==> src/rtl/gpio_bank_pkg.sv <==
package gpio_bank_pkg;

    localparam int DATA_W = 32;

    localparam logic [7:0] OFF_IRQ_STAT  = 8'h00;
    localparam logic [7:0] OFF_EDGE_STAT = 8'h04;
    localparam logic [7:0] OFF_RISE_EN   = 8'h08;
    localparam logic [7:0] OFF_FALL_EN   = 8'h0C;
    localparam logic [7:0] OFF_DATA      = 8'h20;
    localparam logic [7:0] OFF_DIR       = 8'h24;
    localparam logic [7:0] OFF_POL       = 8'h28;
    localparam logic [7:0] OFF_SET       = 8'h2C;
    localparam logic [7:0] OFF_CLR       = 8'h30;
    localparam logic [7:0] OFF_TGL       = 8'h34;

    typedef enum logic [2:0] {
        LAT_HOLD,
        LAT_LOAD,
        LAT_SET,
        LAT_CLR,
        LAT_TGL
    } lat_op_e;

endpackage

==> src/rtl/gpio_in_sync.sv <==
module gpio_in_sync #(
    parameter int NPINS  = 32,
    parameter int STAGES = 2
) (
    input  logic             clk,
    input  logic             rst_n,
    input  logic [NPINS-1:0] pin_i,
    input  logic [NPINS-1:0] pol,
    output logic [NPINS-1:0] level_o
);

    logic [NPINS-1:0] stage_q [STAGES];

    for (genvar g = 0; g < STAGES; g++) begin : g_stage
        if (g == 0) begin : g_first
            always_ff @(posedge clk or negedge rst_n) begin
                if (!rst_n) stage_q[g] <= '0;
                else        stage_q[g] <= pin_i;
            end
        end else begin : g_next
            always_ff @(posedge clk or negedge rst_n) begin
                if (!rst_n) stage_q[g] <= '0;
                else        stage_q[g] <= stage_q[g-1];
            end
        end
    end

    assign level_o = stage_q[STAGES-1] ^ pol;

endmodule

==> src/rtl/gpio_edge_irq.sv <==
module gpio_edge_irq #(
    parameter int NPINS = 32
) (
    input  logic             clk,
    input  logic             rst_n,
    input  logic [NPINS-1:0] level,
    input  logic [NPINS-1:0] rise_en,
    input  logic [NPINS-1:0] fall_en,
    input  logic [NPINS-1:0] clr_mask,
    output logic [NPINS-1:0] status_o,
    output logic [NPINS-1:0] edge_o
);

    logic [NPINS-1:0] prev_q, status_q, edge_q;
    logic [NPINS-1:0] rise, fall, hit;

    assign rise = level & ~prev_q;
    assign fall = ~level & prev_q;
    assign hit  = (rise & rise_en) | (fall & fall_en);

    always_ff @(posedge clk or negedge rst_n) begin
        if (!rst_n) begin
            prev_q   <= '0;
            status_q <= '0;
            edge_q   <= '0;
        end else begin
            prev_q   <= level;
            status_q <= (status_q & ~clr_mask) | hit;
            edge_q   <= (edge_q & ~hit) | (rise & hit);
        end
    end

    assign status_o = status_q;
    assign edge_o   = edge_q;

    AST_EDGE_WINS_CLEAR: assert property (@(posedge clk) disable iff (!rst_n)
        (|hit) |=> ((status_q & $past(hit)) == $past(hit)))
        else $error("enabled edge lost");

    AST_STATUS_STICKY: assert property (@(posedge clk) disable iff (!rst_n)
        (clr_mask == '0) |=> (($past(status_q) & ~status_q) == '0))
        else $error("status dropped without clear");

    AST_RISE_RECORDED: assert property (@(posedge clk) disable iff (!rst_n)
        (|(rise & rise_en)) |=> ((edge_q & $past(rise & rise_en)) == $past(rise & rise_en)))
        else $error("rising edge not recorded");

endmodule

==> src/rtl/gpio_out_latch.sv <==
module gpio_out_latch
    import gpio_bank_pkg::*;
#(
    parameter int NPINS = 32
) (
    input  logic             clk,
    input  logic             rst_n,
    input  lat_op_e          op,
    input  logic [NPINS-1:0] wmask,
    output logic [NPINS-1:0] lat_o
);

    logic [NPINS-1:0] lat_q, lat_d;

    always_comb begin
        lat_d = lat_q;
        unique case (op)
            LAT_HOLD: lat_d = lat_q;
            LAT_LOAD: lat_d = wmask;
            LAT_SET:  lat_d = lat_q | wmask;
            LAT_CLR:  lat_d = lat_q & ~wmask;
            LAT_TGL:  lat_d = lat_q ^ wmask;
            default:  lat_d = lat_q;
        endcase
    end

    always_ff @(posedge clk or negedge rst_n) begin
        if (!rst_n) lat_q <= '0;
        else        lat_q <= lat_d;
    end

    assign lat_o = lat_q;

    AST_SET_DRIVES_HIGH: assert property (@(posedge clk) disable iff (!rst_n)
        (op == LAT_SET) |=> ((lat_q & $past(wmask)) == $past(wmask)))
        else $error("set mask not applied");

    AST_CLR_DRIVES_LOW: assert property (@(posedge clk) disable iff (!rst_n)
        (op == LAT_CLR) |=> ((lat_q & $past(wmask)) == '0))
        else $error("clear mask not applied");

    AST_TGL_FLIPS: assert property (@(posedge clk) disable iff (!rst_n)
        (op == LAT_TGL) |=> (lat_q == ($past(lat_q) ^ $past(wmask))))
        else $error("toggle mask not applied");

endmodule

==> src/rtl/gpio_bank.sv <==
module gpio_bank
    import gpio_bank_pkg::*;
#(
    parameter int NPINS       = 32,
    parameter int ADDR_W      = 8,
    parameter int SYNC_STAGES = 2
) (
    input  logic              clk,
    input  logic              rst_n,
    input  logic [ADDR_W-1:0] addr,
    input  logic              wr_en,
    input  logic [31:0]       wr_data,
    input  logic              rd_en,
    output logic [31:0]       rd_data,
    input  logic [NPINS-1:0]  gpio_i,
    output logic [NPINS-1:0]  gpio_o,
    output logic [NPINS-1:0]  gpio_oe,
    output logic              irq
);

    logic [NPINS-1:0] dir_q, pol_q, rise_en_q, fall_en_q;
    logic [NPINS-1:0] level, status, edge_rec, latch, clr_mask, wmask;
    logic sel_irq, sel_edge, sel_rise, sel_fall, sel_data, sel_dir, sel_pol;
    logic sel_set, sel_clr, sel_tgl;
    lat_op_e lat_op;

    assign wmask    = wr_data[NPINS-1:0];
    assign sel_irq  = (addr == ADDR_W'(OFF_IRQ_STAT));
    assign sel_edge = (addr == ADDR_W'(OFF_EDGE_STAT));
    assign sel_rise = (addr == ADDR_W'(OFF_RISE_EN));
    assign sel_fall = (addr == ADDR_W'(OFF_FALL_EN));
    assign sel_data = (addr == ADDR_W'(OFF_DATA));
    assign sel_dir  = (addr == ADDR_W'(OFF_DIR));
    assign sel_pol  = (addr == ADDR_W'(OFF_POL));
    assign sel_set  = (addr == ADDR_W'(OFF_SET));
    assign sel_clr  = (addr == ADDR_W'(OFF_CLR));
    assign sel_tgl  = (addr == ADDR_W'(OFF_TGL));

    always_ff @(posedge clk or negedge rst_n) begin
        if (!rst_n) begin
            dir_q     <= '0;
            pol_q     <= '0;
            rise_en_q <= '0;
            fall_en_q <= '0;
        end else if (wr_en) begin
            if (sel_dir)  dir_q     <= wmask;
            if (sel_pol)  pol_q     <= wmask;
            if (sel_rise) rise_en_q <= wmask;
            if (sel_fall) fall_en_q <= wmask;
        end
    end

    always_comb begin
        lat_op = LAT_HOLD;
        if (wr_en) begin
            if (sel_data)     lat_op = LAT_LOAD;
            else if (sel_set) lat_op = LAT_SET;
            else if (sel_clr) lat_op = LAT_CLR;
            else if (sel_tgl) lat_op = LAT_TGL;
        end
    end

    assign clr_mask = (wr_en && sel_irq) ? wmask : '0;

    gpio_in_sync #(.NPINS(NPINS), .STAGES(SYNC_STAGES)) u_sync (
        .clk     (clk),
        .rst_n   (rst_n),
        .pin_i   (gpio_i),
        .pol     (pol_q),
        .level_o (level)
    );

    gpio_edge_irq #(.NPINS(NPINS)) u_irq (
        .clk      (clk),
        .rst_n    (rst_n),
        .level    (level),
        .rise_en  (rise_en_q),
        .fall_en  (fall_en_q),
        .clr_mask (clr_mask),
        .status_o (status),
        .edge_o   (edge_rec)
    );

    gpio_out_latch #(.NPINS(NPINS)) u_lat (
        .clk   (clk),
        .rst_n (rst_n),
        .op    (lat_op),
        .wmask (wmask),
        .lat_o (latch)
    );

    always_comb begin
        rd_data = '0;
        if (rd_en) begin
            if (sel_irq)       rd_data = DATA_W'(status);
            else if (sel_edge) rd_data = DATA_W'(edge_rec);
            else if (sel_rise) rd_data = DATA_W'(rise_en_q);
            else if (sel_fall) rd_data = DATA_W'(fall_en_q);
            else if (sel_data) rd_data = DATA_W'((latch & dir_q) | (level & ~dir_q));
            else if (sel_dir)  rd_data = DATA_W'(dir_q);
            else if (sel_pol)  rd_data = DATA_W'(pol_q);
        end
    end

    assign gpio_o  = latch;
    assign gpio_oe = dir_q;
    assign irq     = |status;

    AST_OE_FOLLOWS_DIR: assert property (@(posedge clk) disable iff (!rst_n)
        (wr_en && sel_dir) |=> (gpio_oe == $past(wmask)))
        else $error("direction write not on gpio_oe");

    AST_IRQ_HOLDS: assert property (@(posedge clk) disable iff (!rst_n)
        (irq && !(wr_en && sel_irq)) |=> irq)
        else $error("irq dropped without clear");

endmodule

==> config.mk <==
export PLATFORM = sky130hd
export DESIGN_NAME = gpio_bank
export DESIGN_NICKNAME = d
export VERILOG_FILES = /design/src/rtl/gpio_bank_pkg.sv /design/src/rtl/gpio_in_sync.sv /design/src/rtl/gpio_edge_irq.sv /design/src/rtl/gpio_out_latch.sv /design/src/rtl/gpio_bank.sv
export SDC_FILE = /design/constraint.sdc
export NUM_CORES = 1
export LEC_CHECK = 0
export BUFFER_PORTS_ARGS = -buffer_cell sky130_fd_sc_hd__buf_4
export CAP_MARGIN = 20
export CORE_UTILIZATION = 25
export DETAILED_ROUTE_END_ITERATION = 8
export PLACE_DENSITY = 0.42
export SLEW_MARGIN = 20
export SYNTH_ARGS = -nofsm -noshare
export SYNTH_HDL_FRONTEND = slang
export SYNTH_HIERARCHICAL = 1
export SYNTH_SLANG_ARGS = --single-unit
==> constraint.sdc <==
create_clock -name clk -period 3.95 [get_ports clk]
set_input_delay 0.79 -clock clk [delete_from_list [all_inputs] [get_ports clk]]
set_output_delay 0.79 -clock clk [all_outputs]
set_load 0.05 [all_outputs]
==> metrics.md <==
| Metric | Value |
|---|---|
| Outcome | finished clean |
| Vias | about 12k |
| Total congestion overflow | 0 |
| Critical Path AT | approximately 2.7 ns |
| Crit-path max FO | 3 |
| Synth cell types | 54 |
| Synth Area per Inst | ~11 sq um |
| Tot Pwr | 0.00870 W |
| Syn. warnings | 6 |
| DRT Pass-1 Iters | 5 |
| Synth Area in XOR/XNOR | 1.91% |
| Post-layout minimum cycle time | 3.48 ns |
| Min-delay worst type | in2async |
| Post-Synth Adder-Cell Area | between 5 and 6% |
| Layout area overhead | 24.0% |
| Final ANT Viol Nets | 0 |
| Post-synth EDFFs | 0 |
| Wire length per cell | 20.3 um |
| Syn_nets | 1626 |
| Main combinational cell family by area after synthesis | compound AO/OA/AOI/OAI gates |
| Sw Pwr | 0.00248 W |
| Clk_lat worst skew | 0.56 ns |
| Post-Syn Instances | around 1.5k |
| Chip height | 255 um |
| CTS H-Tree Depth | 2 |
| Final WL | 51700 um |
| Slew Viols, Final | 0 |
| CTS resizes | 0 |
| Number of DRC markers in iteration 0 | 605 |
| Most used DFF post-synth | dfrtp_1 |
| CTS sink count | 320 |
| CTS tree | built |
| Vias per inst | 4.69 |
| Setup TNS | 0 ns |
| ANT cells | 0 |
| Maximum buffer depth of the clock tree | 3 |
| Number of global-route vias before repair | 12.6k |
| Maximum vdd drop | 0.000237 V |
| Setup Crit Path Kind | reg2out |
| Core box area | approximately 0.063 sq mm |
| Port Buffer Count | around 170 |
| Sequential area share after synthesis | approximately 50% |
| Root Buffer | clkbuf_16 |
| Logic pwr share | 13.6% |
| Slew of the pin with the lowest slew margin | 0.881 ns |
| GPL Wtd Cong | 0.769 |
| Post-DP HPWL | 35500 um |
| Clk slew on worst S/H paths | 0.06 ns |
| # DRC | 0 |
| FFs w/ async S/R, synth | 100% |
| Clock power frac | a little over two fifths |
| Post-CTS Setup Repair Bufs | 0 |
| Multiplexer share of the synthesized area | 11.3% |
| Setup repair after global routing missed its margin | no |
| Type of destination of the critical path | output pin |
| IO Count | ~170 |
| Initial antenna violation count | 0 |
| Cell Pwr Density | 439 mW/mm^2 |
| Share of cells above drive strength 1 | between 20% and 30% |
| Die area | 0.0650 sq mm |
| Final Core Density | 31.4% |
| Pin count of the biggest net entering global routing | roughly 100 |
| Final setup fails | 0 |
| Cell area after synthesis | 0.0160 sq mm |
| Final #Nets | 1813 |
| Cell Rows | 92 |
| Critical Path Source Type | flip-flop |
| Worst slew margin | 41.3% |
| Simple-gate area share of the yosys netlist | 10.8% |
| Req. time, crit path | roughly 3.2 ns |
| First-pass GRT wire length | 78800 um |
| Max Fclk | 287 MHz |
| Leakage | 9.17 nW |
| Initial Util | between 20% and 30% |
| Reg2Reg Setup Slack | 2.43 ns |
| Synth Register Bits | 320 |
| Max_cap viols | 0 |
| Die width | 255 um |
| Inserted Clock Buffers | 41 |
| WHS | between 0.3 and 0.4 ns |
| Seq pwr share | 43.0% |
| Final hold vios | 0 |
| Switching part of the total power | 28.5% |
| CTS Hold Bufs | 0 |
| Fin crit share | 88.2% |
| Fin Clk Skew | about 0.020 ns |
| Overall Global Routing Usage | 16.1% |
| Complex-gate fraction of the synthesized area | 15.2% |
| Pint | 0.00622 W |
placed cells by master (no fill, tap or decap), types with 11 or more instances in the layout:
master / count
o211ai_1: 62
a32oi_1: 46
o22ai_1: 16
ha_1: 64
nand2_1: 130
mux2i_1: 31
clkbuf_16: 43
clkbuf_8: 14
nor2b_2: 33
nor2_1: 83
a21oi_1: 86
mux2_2: 125
a21o_1: 31
buf_4: 213
o221ai_1: 32
and2_1: 33
dfrtp_1: 320
inv_1: 130
xor2_1: 32
o21ai_0: 41
a22oi_1: 11
synth_stat cells (all sizes together), types with 2 or more instances:
library cell	instances	area [sq um]
dfrtp	320	8010
inv	131	492
nand2	130	488
mux2	129	1450
nor2	89	352
a21oi	87	435
ha	64	801
o211ai	62	465
o21ai	52	264
a32oi	46	403
buf	42	287
nor2b	42	343
clkbuf	35	131
and2	33	206
o221ai	32	280
xor2	32	280
a21o	31	233
mux2i	31	310
o22ai	16	100
a22oi	11	82.6
nand2b	10	62.6
nor3	10	55.1
nor4	9	71.3
a221oi	8	88.8
o22a	8	70.1
and3	4	25.0
nand4	4	25.0
nand3	3	15.0
mux4	2	45.0
or2	2	12.5
or3	2	12.5
xnor2	2	25.0
state kept, by name, summed over array words and instances, names as in the netlist, named ones only:
name / flops
u_irq/status_o: 32
u_sync/stage_q: 64
rise_en_q: 32
fall_en_q: 32
pol_q: 32
u_irq/prev_q: 32
gpio_oe: 32
u_lat/lat_o: 32
power groups by stage:
| stage | registers (W) | clock network, W | logic [W] |
|---|---|---|---|
| 3_3_place_gp | 0.00381 | 0 | 0.00117 |
| 6_report | 0.00375 | 0.00377 | 0.00118 |
| 4_1_cts | 0.00375 | 0.00392 | 0.00120 |
| 3_5_place_dp | 0.00381 | 0 | 0.00120 |
| 5_1_grt | 0.00378 | 0.00405 | 0.00130 |
| 2_1_floorplan | 0.00397 | 0 | 0.000451 |
cell type report:
| class | count | area (sq um) |
|---|---|---|
| clock inverters | 11 | 87.6 |
| multi-input cells | 957 | 7140 |
| repair buffers | 221 | 1750 |
| well taps | 846 | 1060 |
| fillers | 6546 | 43300 |
| inverters | 132 | 495 |
| clock buffers | 63 | 1290 |
| flip-flops and latches | 320 | 8010 |
cells by family (layout without fill, tap and decap cells):
logic type	count (synthesis)	in the layout
xor+xnor	34	34
simple gates	342	342
fa+ha+maj	64	64
buf+inv	209	427
compound gates	355	355
mux	162	162
flops	320	320
path summary, 6_finish.rpt:
check / from / to / depth (start not counted)
setup / recovery: u_irq/status_o[5] / irq / 4
hold / removal: rst_n / u_sync/stage_q[1] / 1
setup reg to reg: u_lat/lat_o[22] / u_lat/lat_o[22] / 6
hold reg to reg: u_sync/stage_q[62] / u_sync/stage_q[30] / 0
max in group asynchronous: rst_n / u_sync/stage_q[53] / 2
min in group clk: gpio_i[12] / u_sync/stage_q[44] / 1
per-stage QoR:
stage | instances | cell area (sq um) | setup WS [ns]
after CTS | 2550 | 19800 | 0.298
after floorplan | 1486 | 16000 | 0.457
after detailed placement | 2476 | 18400 | 0.564
final | 2550 | 19800 | 0.467
after global routing | 2550 | 19800 | 0.325
after global placement | 2476 | 18400 | 0.529
worst max-delay path, stage by stage (launching register included):
cell	delay [ns]
dfrtp_1	0.44
nor4_1	0.63
nand4_1	0.41
or2_2	0.44
buf_4	0.20
routing by layer:
layer  track usage (%)  up-vias  wire (um)
met5                 0        -          0
met4              3.70        0        844
met3              2.41       55       2030
met2              27.1      237      25100
met1              21.7     6056      23700
li1                  -     5619          -
(Power assumes the default switching activity.)
